File: config.mk
export PLATFORM = sky130hd
export DESIGN_NAME = deadman_timer
export DESIGN_NICKNAME = d
export VERILOG_FILES = /design/src/rtl/deadman_pkg.sv /design/src/rtl/dt_counter.sv /design/src/rtl/dt_keyseq.sv /design/src/rtl/deadman_timer.sv
export SDC_FILE = /design/constraint.sdc
export NUM_CORES = 1
export LEC_CHECK = 0
export CAP_MARGIN = 0
export CORE_UTILIZATION = 30
export CTS_CLUSTER_DIAMETER = 30
export CTS_CLUSTER_SIZE = 24
export DETAILED_ROUTE_END_ITERATION = 10
export GPL_TIMING_DRIVEN = 0
export PLACE_DENSITY = 0.55
export SLEW_MARGIN = 5
export SYNTH_ARGS = -nofsm -noshare
export SYNTH_HDL_FRONTEND = slang
export SYNTH_HIERARCHICAL = 1
export SYNTH_SLANG_ARGS = --single-unit
export TNS_END_PERCENT = 20
File: constraint.sdc
create_clock -name clk -period 7.65 [get_ports clk]
set_input_delay 1.9125 -clock clk [delete_from_list [all_inputs] [get_ports clk]]
set_output_delay 1.9125 -clock clk [all_outputs]
set_load 0.1 [all_outputs]
File: src/rtl/deadman_pkg.sv
package deadman_pkg;
  localparam int unsigned ADDR_W = 8;
  localparam int unsigned DATA_W = 32;

  localparam logic [ADDR_W-1:0] OFF_CTRL     = 8'h00;
  localparam logic [ADDR_W-1:0] OFF_CTRL_CLR = 8'h04;
  localparam logic [ADDR_W-1:0] OFF_CTRL_SET = 8'h08;
  localparam logic [ADDR_W-1:0] OFF_ARM      = 8'h10;
  localparam logic [ADDR_W-1:0] OFF_KICK     = 8'h20;
  localparam logic [ADDR_W-1:0] OFF_STAT     = 8'h30;
  localparam logic [ADDR_W-1:0] OFF_COUNT    = 8'h40;
  localparam logic [ADDR_W-1:0] OFF_PERIOD   = 8'h60;
  localparam logic [ADDR_W-1:0] OFF_WINDOW   = 8'h70;
  localparam logic [ADDR_W-1:0] OFF_CAUSE    = 8'h80;

  localparam logic [7:0] ARM_KEY  = 8'h40;
  localparam logic [7:0] KICK_KEY = 8'h08;

  localparam int unsigned EN_BIT    = 15;
  localparam int unsigned CAUSE_BIT = 5;
endpackage

File: src/rtl/dt_counter.sv
module dt_counter #(
  parameter int unsigned CNT_W = 24
) (
  input  logic             clk,
  input  logic             rst_n,
  input  logic             en,
  input  logic             restart,
  input  logic [CNT_W-1:0] period,
  input  logic [CNT_W-1:0] window,
  output logic [CNT_W-1:0] count,
  output logic             win_open,
  output logic             hit
);
  logic [CNT_W-1:0] count_q, count_d;
  logic [CNT_W:0]   inc_ext;
  logic [CNT_W:0]   win_sum;

  always_comb begin
    inc_ext  = {1'b0, count_q} + {{CNT_W{1'b0}}, 1'b1};
    win_sum  = {1'b0, count_q} + {1'b0, window};
    hit      = en && (inc_ext >= {1'b0, period});
    win_open = en && (win_sum >= {1'b0, period});
    if (!en || restart || hit) count_d = '0;
    else                       count_d = inc_ext[CNT_W-1:0];
  end

  always_ff @(posedge clk or negedge rst_n) begin
    if (!rst_n) count_q <= '0;
    else        count_q <= count_d;
  end

  assign count = count_q;
endmodule

File: src/rtl/dt_keyseq.sv
module dt_keyseq (
  input  logic clk,
  input  logic rst_n,
  input  logic en,
  input  logic wr_arm,
  input  logic arm_ok,
  input  logic wr_kick,
  input  logic kick_ok,
  input  logic win_open,
  output logic restart,
  output logic armed,
  output logic bad_arm,
  output logic bad_kick
);
  logic armed_q, armed_d;
  logic bad_arm_q, bad_arm_d;
  logic bad_kick_q, bad_kick_d;

  always_comb begin
    armed_d    = armed_q;
    bad_arm_d  = bad_arm_q;
    bad_kick_d = bad_kick_q;
    restart    = 1'b0;
    if (!en) begin
      armed_d    = 1'b0;
      bad_arm_d  = 1'b0;
      bad_kick_d = 1'b0;
    end else if (wr_arm) begin
      armed_d = arm_ok;
      if (!arm_ok) bad_arm_d = 1'b1;
    end else if (wr_kick) begin
      armed_d = 1'b0;
      if (!armed_q)                  bad_arm_d  = 1'b1;
      else if (kick_ok && win_open)  restart    = 1'b1;
      else                           bad_kick_d = 1'b1;
    end
  end

  always_ff @(posedge clk or negedge rst_n) begin
    if (!rst_n) begin
      armed_q    <= 1'b0;
      bad_arm_q  <= 1'b0;
      bad_kick_q <= 1'b0;
    end else begin
      armed_q    <= armed_d;
      bad_arm_q  <= bad_arm_d;
      bad_kick_q <= bad_kick_d;
    end
  end

  assign armed    = armed_q;
  assign bad_arm  = bad_arm_q;
  assign bad_kick = bad_kick_q;
endmodule

File: src/rtl/deadman_timer.sv
module deadman_timer
  import deadman_pkg::*;
#(
  parameter int unsigned CNT_W      = 24,
  parameter int unsigned PERIOD_RST = 64,
  parameter int unsigned WINDOW_RST = 16
) (
  input  logic              clk,
  input  logic              rst_n,
  input  logic [ADDR_W-1:0] bus_addr,
  input  logic [DATA_W-1:0] bus_wdata,
  input  logic              bus_we,
  output logic [DATA_W-1:0] bus_rdata,
  output logic              timeout_o,
  output logic              cause_o
);
  localparam logic [CNT_W-1:0] PER_INIT = CNT_W'(PERIOD_RST);
  localparam logic [CNT_W-1:0] WIN_INIT = CNT_W'(WINDOW_RST);

  logic en_q, en_d, lock_q, lock_d;
  logic evt_q, evt_d, cause_q, cause_d, tmo_q;
  logic [CNT_W-1:0] period_q, period_d, window_q, window_d;
  logic [CNT_W-1:0] count;
  logic wr, wr_arm, wr_kick;
  logic win_open, hit, restart, armed, bad_arm, bad_kick;

  assign wr      = bus_we && !lock_q;
  assign wr_arm  = wr && (bus_addr == OFF_ARM);
  assign wr_kick = wr && (bus_addr == OFF_KICK);

  dt_counter #(.CNT_W(CNT_W)) u_counter (
    .clk(clk), .rst_n(rst_n), .en(en_q), .restart(restart),
    .period(period_q), .window(window_q),
    .count(count), .win_open(win_open), .hit(hit)
  );

  dt_keyseq u_keyseq (
    .clk(clk), .rst_n(rst_n), .en(en_q),
    .wr_arm(wr_arm), .arm_ok(bus_wdata[15:8] == ARM_KEY),
    .wr_kick(wr_kick), .kick_ok(bus_wdata[7:0] == KICK_KEY),
    .win_open(win_open), .restart(restart), .armed(armed),
    .bad_arm(bad_arm), .bad_kick(bad_kick)
  );

  always_comb begin
    en_d     = en_q;
    period_d = period_q;
    window_d = window_q;
    if (wr) begin
      case (bus_addr)
        OFF_CTRL:     en_d = bus_wdata[EN_BIT];
        OFF_CTRL_SET: if (bus_wdata[EN_BIT]) en_d = 1'b1;
        OFF_CTRL_CLR: if (bus_wdata[EN_BIT]) en_d = 1'b0;
        OFF_PERIOD:   if (!en_q) period_d = bus_wdata[CNT_W-1:0];
        OFF_WINDOW:   if (!en_q) window_d = bus_wdata[CNT_W-1:0];
        default: ;
      endcase
    end
    lock_d  = en_q && !en_d;
    evt_d   = en_q && (evt_q || hit);
    cause_d = hit || (cause_q &&
              !(wr && bus_addr == OFF_CAUSE && bus_wdata[CAUSE_BIT]));
  end

  always_ff @(posedge clk or negedge rst_n) begin
    if (!rst_n) begin
      en_q     <= 1'b0;
      lock_q   <= 1'b0;
      evt_q    <= 1'b0;
      cause_q  <= 1'b0;
      tmo_q    <= 1'b0;
      period_q <= PER_INIT;
      window_q <= WIN_INIT;
    end else begin
      en_q     <= en_d;
      lock_q   <= lock_d;
      evt_q    <= evt_d;
      cause_q  <= cause_d;
      tmo_q    <= hit;
      period_q <= period_d;
      window_q <= window_d;
    end
  end

  always_comb begin
    bus_rdata = '0;
    if (!lock_q) begin
      case (bus_addr)
        OFF_CTRL:   bus_rdata[EN_BIT] = en_q;
        OFF_STAT:   bus_rdata[7:0] = {bad_arm, bad_kick, evt_q, 4'b0000, win_open};
        OFF_COUNT:  bus_rdata = DATA_W'(count);
        OFF_PERIOD: bus_rdata = DATA_W'(period_q);
        OFF_WINDOW: bus_rdata = DATA_W'(window_q);
        OFF_CAUSE:  bus_rdata[CAUSE_BIT] = cause_q;
        default: ;
      endcase
    end
  end

  assign timeout_o = tmo_q;
  assign cause_o   = cause_q;
endmodule

==> metrics <==
row cnt between 50 and 60; antenna violations before repair 0; Max FO, Critical Path 8; FF-to-FF Start u_counter/count[0]$_DFF_PN0_; GRT Total Usage 18.1%; reg2reg setup slack 1.79 ns; Post-CTS Setup Bufs 0; critical path's most frequent cell o21ai_0; Area contributors post-synth dfrtp_1 (28%), ha_1 (13%), mux2_4 (8.6%); Final period util slightly below 100%; CTS H-tree lvls 3; Crit Path Category flip-flop to primary output; PortBufs 58; flops & latches, synth 80; layout cells sized above 1 between 10% and 20%; placer congestion estimate approximately 0.94; EDFF count, synth 0; commonest non-fill, non-tap cell in the layout dfrtp_1; CTS tree done; post-DR vias/cell roughly 5; Placed Cells about 1,100; Synth async-reset ratio 100%; Die ar. approximately 24,000 um2; Worst setup EP type primary output; Reg2Reg Capture Point u_counter/count[21]$_DFF_PN0_; Slew HR around 34%; die height around 150 um; R2R depth 22; number of DRC markers in iteration 0 330; cell family with most CP delay compound AO/OA/AOI/OAI gates; status finished clean; hold path cells 2; CP required approximately 5.7 ns; first-pass GRT wire length ~33,000 um; Slew Viols, Final 0; cell count after synthesis a little over 700; Setup WS post-layout roughly 0.28 ns; Reg clk slew, reported paths approximately 0.07 ns; PwrDens around 140 nW/um2; largest net degree at the start of global routing 45; Setup crit start u_counter/count[0]$_DFF_PN0_; pre-CTS setup slack -0.169 ns; Worst Hold End u_keyseq/bad_kick$_DFFE_PN0P_; hold wc startpoint u_keyseq/bad_kick$_DFFE_PN0P_; post-route ant nets 0; Netlist Area Pre-Place ~7000 um2; Max stage delay cell, worst path dfrtp_1; fin cells 1,115; antenna cells 0; crit path launch type flip-flop; Primary FF master, synth dfrtp_1; buffers and inverters on the worst path 2; DR pass1 iterations 5; Period minus WS final ~7.4 ns; Max Freq approximately 0.14 GHz; Post-DP HPWL between 15,000 and 20,000 um; Hold Path Class flip-flop to flip-flop; WL/cell 18.5 um; Worst-Margin Slew 0.980 ns; clock root buffer clkbuf_16; Peak supply drop a little over 90 uV; clock buffer depth 2; I/O pins 77; Post-CTS Hold Buffers 0; Chip Width 155 um; hold slack between 0.4 and 0.5 ns; total of max-cap violations 0; routed vias about 5,700; drc violations 0; # clock sinks 80; crit path cell chain ha_1, inv_1, fa_1, nor2b_1, o2111a_1, or2_2, a31oi_1, o21ai_0, xor2_1, ha_1, nand4_1, nor3_1, o21ai_0, o21ai_0, a211oi_1, o22ai_1, mux2i_1, o32a_1, nor2_1, clkbuf_4; Yosys warnings 6; leading area contributor after synthesis dfrtp_1; post-synthesis sequential area ratio 28.6%; Area Overhead vs Synth 19.3%; fin nets 914; clk_lat worst skew 0.36 ns; RSZ-0062 raised after global routing false; Fin. Hold Viols 0; total CTS buffers 9; Core Region around 23,000 um2; skew final 0.0135 ns; GRT overflow 0; Yosys cell types 72; effective utilization at floorplan 30.8%; most frequent cells in the layout dfrtp_1 (78), ha_1 (73), clkdlybuf4s50_1 (56), nor2_1 (49), inv_1 (43); CP max stage delay about 0.57 ns; vias in the first global route between 5,000 and 6,000; count of final setup violators 0; area share of the largest cell type after synthesis approximately 28%; Syn Area/Cell slightly below 10 um2; Arrival @ worst endpoint 5.46 ns; P_leak between 3 and 4 nW; DRT Wirelength around 21,000 um; layout filler cell count around 2,300
report_power, final:
part | leakage (nW) | switching, mW | internal, mW | total [mW]
combinational | 2.44 | 0.184 | 0.106 | 0.290
sequential | 1.10 | 0.0181 | 0.440 | 0.458
clock | 0.155 | 0.185 | 0.280 | 0.465
total | 3.70 | 0.387 | 0.825 | 1.21
worst max path at each step:
stage          slack (ns)  depth (start not counted)           end
2_1_floorplan        1.05                         19  bus_rdata[0]
3_3_place_gp        -0.10                         20  bus_rdata[0]
3_5_place_dp        -0.17                         20  bus_rdata[0]
4_1_cts            0.0009                         20  bus_rdata[0]
5_1_grt             0.009                         18  bus_rdata[0]
6_report             0.28                         20  bus_rdata[0]
synth_stat cells (all sizes together), types with 5 or more instances:
library cell / n
dfrtp: 78
ha: 73
mux2: 68
nor2: 49
inv: 43
nand2: 38
a21oi: 37
o21ai: 36
xnor2: 33
nand3: 28
nor3b: 25
buf: 20
a22oi: 19
clkbuf: 18
nand4: 16
xor2: 11
nor3: 9
a211oi: 8
a31oi: 8
nand2b: 8
and3: 7
and4: 7
a211o: 6
nor2b: 6
o21a: 6
a21o: 5
nor4: 5
or3: 5
cell families after synthesis:
group                    synth area share [%]
flip-flops                               28.6
adder cells (fa/ha/maj)                  13.3
multiplexers                             13.6
buffers and inverters                    6.26
AND/OR/NAND/NOR                          18.6
AO/OA/AOI/OAI                            14.1
XOR/XNOR                                 5.49
other                                  0.0535
cell type report:
cell class	count	area (um2)	area share [%]
multi-input cells	566	4610	55.1
flip-flops and latches	80	2000	23.9
repair buffers	59	603	7.21
well taps	313	392	4.68
plain buffers	38	278	3.32
clock buffers	12	267	3.18
inverters	43	161	1.93
clock inverters	4	51.3	0.613
state kept, by name, summed over array words and instances, names as in the netlist:
name,flops
u_keyseq/bad_kick,1
timeout_o,1
en_q,1
window_q,24
u_counter/count,24
u_keyseq/armed,1
period_q,24
evt_q,1
cause_o,1
u_keyseq/bad_arm,1
lock_q,1
metrics by stage:
step,utilization (%),total power [mW],instance area (um2),TNS (ns)
after floorplan,-,0.656,7050,0
after global placement,35.2,0.753,8020,-0.101
after detailed placement,35.3,0.756,8050,-0.169
after CTS,36.7,1.23,8360,0
after global routing,36.7,1.27,8370,0
final,36.7,1.21,8370,0
tightest hold or removal path: cells and delay by family, from the launching register on:
family           cells  cell delay [ns]
AO/OA/AOI/OAI        1             0.06
flip-flops           1             0.34
AND/OR/NAND/NOR      1             0.05
per-layer routing:
layer | up-vias | GRT usage, % | share of wire [%] | wire length, um
met1 | 2712 | 25.3 | 49 | 10100
met4 | 0 | 5.85 | 2.3 | 477
met2 | 133 | 27.9 | 44 | 9060
li1 | 2784 | - | - | -
met3 | 26 | 3.54 | 4.8 | 994
met5 | - | 0 | 0 | 0
timing repair:
item                       CTS  global route
cloned                       0             0
setup endpoints to repair    1             1
resized for setup            3             5
Power figures use the tool's default switching activity.
